File: src/rtl/sfw_pkg.sv
package sfw_pkg;
  // Width of the frequency word carried over the serial link.
  parameter int unsigned SFW_WORD_W = 16;
  // Synchronizer depth applied to every serial line.
  parameter int unsigned SFW_SYNC_STAGES = 2;

  // Position of each serial line inside the synchronized bundle.
  typedef enum logic [1:0] {
    LINE_SCK = 2'd0,
    LINE_DAT = 2'd1,
    LINE_LAT = 2'd2
  } sfw_line_e;

  localparam int unsigned SFW_LINES = 3;
endpackage

File: src/rtl/sfw_sync.sv
module sfw_sync #(
  parameter int unsigned LINES  = 3,
  parameter int unsigned STAGES = 2
) (
  input  logic             clk,
  input  logic             rst_n,
  input  logic [LINES-1:0] async_i,
  output logic [LINES-1:0] sync_o
);
  logic [LINES-1:0] stg [STAGES];

  for (genvar s = 0; s < STAGES; s++) begin : g_stg
    if (s == 0) begin : g_first
      always_ff @(posedge clk or negedge rst_n) begin
        if (!rst_n) stg[s] <= '0;
        else        stg[s] <= async_i;
      end
    end else begin : g_next
      always_ff @(posedge clk or negedge rst_n) begin
        if (!rst_n) stg[s] <= '0;
        else        stg[s] <= stg[s-1];
      end
    end
  end

  assign sync_o = stg[STAGES-1];
endmodule

File: src/rtl/sfw_edge.sv
module sfw_edge #(
  parameter bit FALLING = 1'b0
) (
  input  logic clk,
  input  logic rst_n,
  input  logic lvl_i,
  output logic edge_o
);
  logic prev_q;

  always_ff @(posedge clk or negedge rst_n) begin
    if (!rst_n) prev_q <= 1'b0;
    else        prev_q <= lvl_i;
  end

  if (FALLING) begin : g_fall
    assign edge_o = prev_q & ~lvl_i;
  end else begin : g_rise
    assign edge_o = lvl_i & ~prev_q;
  end
endmodule

File: src/rtl/sfw_shift.sv
module sfw_shift #(
  parameter int unsigned W = 16
) (
  input  logic         clk,
  input  logic         rst_n,
  input  logic         shift_i,
  input  logic         bit_i,
  output logic [W-1:0] sh_o,
  output logic         zero_o
);
  logic [W-1:0] sh_q;

  // New bits enter at the top, so the first bit sent ends up in bit 0.
  always_ff @(posedge clk or negedge rst_n) begin
    if (!rst_n)       sh_q <= '0;
    else if (shift_i) sh_q <= {bit_i, sh_q[W-1:1]};
  end

  assign sh_o   = sh_q;
  assign zero_o = (sh_q == '0);
endmodule

File: src/rtl/sfw_hold.sv
module sfw_hold #(
  parameter int unsigned W = 16
) (
  input  logic         clk,
  input  logic         rst_n,
  input  logic         load_i,
  input  logic [W-1:0] word_i,
  input  logic         zero_i,
  input  logic         lat_lvl_i,
  output logic [W-1:0] word_o,
  output logic         pd_o
);
  logic [W-1:0] word_q;

  always_ff @(posedge clk or negedge rst_n) begin
    if (!rst_n)      word_q <= '0;
    else if (load_i) word_q <= word_i;
  end

  assign word_o = word_q;
  // Power-down follows the level of the strobe, so it clears as soon as either condition ends.
  assign pd_o   = lat_lvl_i & zero_i;
endmodule

File: src/rtl/sfw_loader.sv
module sfw_loader
  import sfw_pkg::*;
#(
  parameter int unsigned WORD_W      = SFW_WORD_W,
  parameter int unsigned SYNC_STAGES = SFW_SYNC_STAGES
) (
  input  logic              clk,
  input  logic              rst_n,
  input  logic              ser_clk_i,
  input  logic              ser_dat_i,
  input  logic              ser_lat_i,
  output logic [WORD_W-1:0] freq_word_o,
  output logic              pwr_down_o
);
  logic [SFW_LINES-1:0] raw;
  logic [SFW_LINES-1:0] lvl;
  logic                 sck_rise;
  logic                 lat_fall;
  logic [WORD_W-1:0]    shreg;
  logic                 sh_zero;

  assign raw[LINE_SCK] = ser_clk_i;
  assign raw[LINE_DAT] = ser_dat_i;
  assign raw[LINE_LAT] = ser_lat_i;

  sfw_sync #(.LINES(SFW_LINES), .STAGES(SYNC_STAGES)) sync_i (
    .clk(clk), .rst_n(rst_n), .async_i(raw), .sync_o(lvl)
  );

  sfw_edge #(.FALLING(1'b0)) sck_edge_i (
    .clk(clk), .rst_n(rst_n), .lvl_i(lvl[LINE_SCK]), .edge_o(sck_rise)
  );

  sfw_edge #(.FALLING(1'b1)) lat_edge_i (
    .clk(clk), .rst_n(rst_n), .lvl_i(lvl[LINE_LAT]), .edge_o(lat_fall)
  );

  sfw_shift #(.W(WORD_W)) shift_i (
    .clk(clk), .rst_n(rst_n), .shift_i(sck_rise), .bit_i(lvl[LINE_DAT]),
    .sh_o(shreg), .zero_o(sh_zero)
  );

  sfw_hold #(.W(WORD_W)) hold_i (
    .clk(clk), .rst_n(rst_n), .load_i(lat_fall), .word_i(shreg),
    .zero_i(sh_zero), .lat_lvl_i(lvl[LINE_LAT]),
    .word_o(freq_word_o), .pd_o(pwr_down_o)
  );
endmodule

File: config.mk
export PLATFORM = sky130hd
export DESIGN_NAME = sfw_loader
export DESIGN_NICKNAME = d
export VERILOG_FILES = /design/src/rtl/sfw_pkg.sv /design/src/rtl/sfw_sync.sv /design/src/rtl/sfw_edge.sv /design/src/rtl/sfw_shift.sv /design/src/rtl/sfw_hold.sv /design/src/rtl/sfw_loader.sv
export SDC_FILE = /design/constraint.sdc
export NUM_CORES = 1
export LEC_CHECK = 0
export ABC_AREA = 1
export CELL_PAD_IN_SITES_DETAIL_PLACEMENT = 1
export CELL_PAD_IN_SITES_GLOBAL_PLACEMENT = 2
export CORE_MARGIN = 8
export CORE_UTILIZATION = 32
export CTS_CLUSTER_SIZE = 10
export DETAILED_ROUTE_END_ITERATION = 12
export PLACE_DENSITY_LB_ADDON = 0.08
export REMOVE_ABC_BUFFERS = 1
export SYNTH_ARGS = -nofsm -noshare
export SYNTH_HDL_FRONTEND = slang
export SYNTH_SLANG_ARGS = --single-unit
File: constraint.sdc
create_clock -name clk -period 0.8 [get_ports clk]
set_input_delay 0.08 -clock clk [delete_from_list [all_inputs] [get_ports clk]]
set_output_delay 0.08 -clock clk [all_outputs]
set_load 0.01 [all_outputs]
==> results of run 1 <==
-- cell type report --
class,instances,area (sq um),area share (%)
multi-input cells,83,698.2,25.44
repair buffers,84,772.0,28.13
clock inverters,2,35.03,1.277
flip-flops and latches,40,1005,36.62
clock buffers,6,72.57,2.645
inverters,17,73.82,2.690
well taps,70,87.58,3.192
-- timing repair --
item,4_1_cts,5_1_grt
setup buffers,22,13
endpoints found under the hold margin,40,0
endpoints found under the setup margin,49,49
gates cloned,4,0
pin swaps,9,8
gates resized for setup,115,27
hold buffers,1,0
-- stage by stage --
step | setup WS [ns] | area (sq um) | std cells | util, % | hold slack [ns]
floorplan | -0.1484 | 1550 | 137 | - | -0.2156
global placement | -0.6511 | 2151 | 264 | 42.93 | 0.06831
detailed placement | -0.6827 | 2151 | 264 | 42.93 | 0.07214
CTS | -0.6064 | 2551 | 291 | 50.92 | 0.2149
global route | -0.6856 | 2744 | 302 | 54.77 | 0.2193
finish | -0.5796 | 2744 | 302 | 54.77 | 0.2272
-- logic make-up (layout without fill, tap and decap cells) --
family | after synthesis | after routing | share of synthesized area [%]
DFF | 40 | 40 | 61.40
buffers and inverters | 23 | 109 | 8.825
and+or+nand+nor | 49 | 52 | 13.12
AOI/OAI and AO/OA | 31 | 31 | 16.65
-- report_power, final --
group / internal [mW] / leakage [nW] / switching (mW) / total (mW)
Sequential: 2.35 / 0.518 / 0.227 / 2.58
Clock: 0.926 / 0.0552 / 0.696 / 1.62
Combinational: 1.20 / 0.775 / 0.992 / 2.20
Total: 4.48 / 1.35 / 1.92 / 6.40
-- cells in the final DEF (no fill, tap or decap) --
| cell | instances |
|---|---|
| nand2_2 | 14 |
| bufinv_16 | 1 |
| buf_4 | 40 |
| nor2_4 | 1 |
| nor2_1 | 4 |
| nand2_4 | 12 |
| buf_6 | 19 |
| clkbuf_8 | 5 |
| inv_6 | 1 |
| clkinv_2 | 1 |
| dlygate4sd3_1 | 1 |
| nand4_1 | 1 |
| buf_16 | 1 |
| nand2_8 | 5 |
| dfrtp_4 | 1 |
| o21ai_2 | 29 |
| clkdlybuf4s50_1 | 3 |
| clkbuf_1 | 1 |
| inv_1 | 7 |
| inv_2 | 8 |
| clkinv_4 | 1 |
| nand3_1 | 2 |
| buf_12 | 6 |
| a21oi_2 | 1 |
| o21ai_4 | 1 |
| buf_2 | 14 |
| nor2_2 | 2 |
| nand2_1 | 11 |
| dfrtp_1 | 39 |
-- state kept, by name (all words and copies together), names as in the netlist --
signal	flops
lat_edge_i.prev_q	1
sck_edge_i.prev_q	1
sync_i.sync_o	3
sync_i.stg	3
hold_i.word_o	16
shift_i.sh_o	16
-- layer usage --
layer	share of wire, %	routed length [microns]	vias to the layer above	track usage [%]
li1	-	-	631	-
met1	39	1711	661	13.75
met2	56	2448	17	23.48
met3	3.3	143	5	3.679
met4	2.0	87	0	6.094
met5	0	0	-	0
-- worst paths after layout --
check | slack (ns) | start | to
worst max-delay path | -0.58 | shift_i.sh_o[4]$_DFFE_PN0P_ | pwr_down_o
worst min-delay path | 0.23 | ser_clk_i | sync_i.stg[3]$_DFF_PN0_
worst max register to register | -0.28 | sync_i.sync_o[0]$_DFF_PN0_ | shift_i.sh_o[6]$_DFFE_PN0P_
worst min register to register | 0.35 | sync_i.stg[3]$_DFF_PN0_ | sync_i.sync_o[0]$_DFF_PN0_
max in group asynchronous | 0.31 | rst_n | sync_i.sync_o[0]$_DFF_PN0_
min in group asynchronous | 0.29 | rst_n | sync_i.sync_o[0]$_DFF_PN0_
==> qor.csv, run 1 <==
stage,metric,value,unit
clock_tree,CTS Buffer Depth,2,
timing,worst-margin pin slew,0.2220,ns
clock_tree,"Clk Latency, worst-skew pair",0.29,ns
floorplanning,Initial Utilization,32.54,%
grt,initial antenna violation count,0,
outcome,failing checks,setup timing,
synthesis,number of synthesized flops with an enable pin,0,
critical_path,WP depth,6,
synthesis,Synth top cells by count,"dfrtp_1 (40), nand2_1 (33), o21ai_2 (30), inv_1 (9), inv_2 (8)",
synthesis,sequential-to-total area share from yosys stat,61.40,%
power_and_ir_drop,Pleak,1.348,nW
synthesis,Ys Warns,0,
timing,final slew viol count,0,
placed_design,GP Congestion,0.6969,
critical_path,CP Capture Type,output pin,
critical_path,startpoint types,flop,
layout,share of cells above drive strength 1,70.26,%
critical_path,Worst EP arrival,1.30,ns
synthesis,Post-Syn Area,1630,sq um
layout,Final #Nets,236,
drt,Wirelength per Cell,14.54,microns
timing,Setup TNS,-9.761,ns
synthesis,most numerous cell in the Yosys netlist,dfrtp_1,
synthesis,"top cells by area, synth","dfrtp_1 (61%), o21ai_2 (16%), nand2_1 (7.6%), buf_6 (2.8%), inv_1 (2.1%)",
timing,setup violators final,49,
critical_path,Worst EP required,0.72,ns
critical_path,"Max FO, Critical Path",2,
synthesis,leading area contributor after synthesis,dfrtp_1,
synthesis,Post-Syn Area per Cell,11.40,sq um
clock_tree,root buf cell,clkbuf_8,
drt,WL final,4.391,mm
drt,routed vias/inst,4.351,
clock_tree,Num CTS Buffers,5,
drt,post-route ant nets,0,
critical_path,family with the most delay on the worst path,flip-flops,
critical_path,WP buf/inv,2,
grt,pin count of the biggest net entering global routing,41,
drt,DRT Pass-1 Iters,2,
drt,DRC viols,0,
critical_path,"Critical Path, Cell by Cell",inv_1 -> nand2_1 -> nor2_1 -> nand3_1 -> nor2_1 -> buf_2,
power_and_ir_drop,pwr dens,2331,nW/um^2
timing,Tcrit/Tclk final,172.5,%
critical_path,CP peak stage delay,0.41,ns
floorplanning,core box area,5010,sq um
job,max-cap violation count,0,
grt,vias in the first global route,1502,
critical_path,Crit path top cell by count,nor2_1,
power_and_ir_drop,Final Power,6.396,mW
placed_design,input/output buffers,21,
timing,Final Hold Fails,0,
drt,Starting DRT DRC Count,37,
floorplanning,Die Wd,87.38,microns
layout,filler instances,538,
floorplanning,DIE AREA,7634,sq um
min_path,worst min-delay path class,in -> reg,
synthesis,Synth top area share,61.40,%
min_path,hold path depth,1,
timing,RSZ-0062 raised after global routing,yes,
clock_tree,CTS H-tree lvls,2,
timing,Rel. slew slack,85.20,%
floorplanning,IO Pins,22,
synthesis,Gate Count Post-Synth,143,
floorplanning,Row Count,26,
clock_tree,Clock Sinks,40,
timing,FMAX,0.7248,GHz
drt,via count,1314,
outcome,status,"complete, but fails checks",
synthesis,Post-synth top flop,dfrtp_1,
layout,Syn-to-layout area delta,68.30,%
power_and_ir_drop,Max VDD drop,1.112,mV
placed_design,HPWL after DPL,2.531,mm
layout,Ant. Diodes,0,
critical_path,Critical-path top delay cell,dfrtp_1,
floorplanning,Die Ht,87.38,microns
critical_path,FF-to-FF path depth,4,
clock_tree,CTS tree,done,
grt,Congestion Overflow GR,0,
synthesis,ys async rst share,100.0,%
critical_path,Setup CP Type,reg -> out,
timing,worst clock skew,0.008742,ns
synthesis,Seq cells post-synth,40,
timing,Setup WS post-layout,-0.5796,ns
timing,minimum clock period,1.380,ns
clock_tree,"Clk pin slew, worst setup/hold paths",0.08,ns
grt,GRT Total Usage,13.10,%
grt,first-pass GRT wire length,7.438,mm
synthesis,Yosys cell types,14,
(Power assumes the default switching activity.)
==> inputs of run 2 (changes only) <==
Settings changed: CTS_CLUSTER_DIAMETER from default to 60.
==> results of run 2 <==
No change in the layout: final DEF, timing and power equal those of run 1.
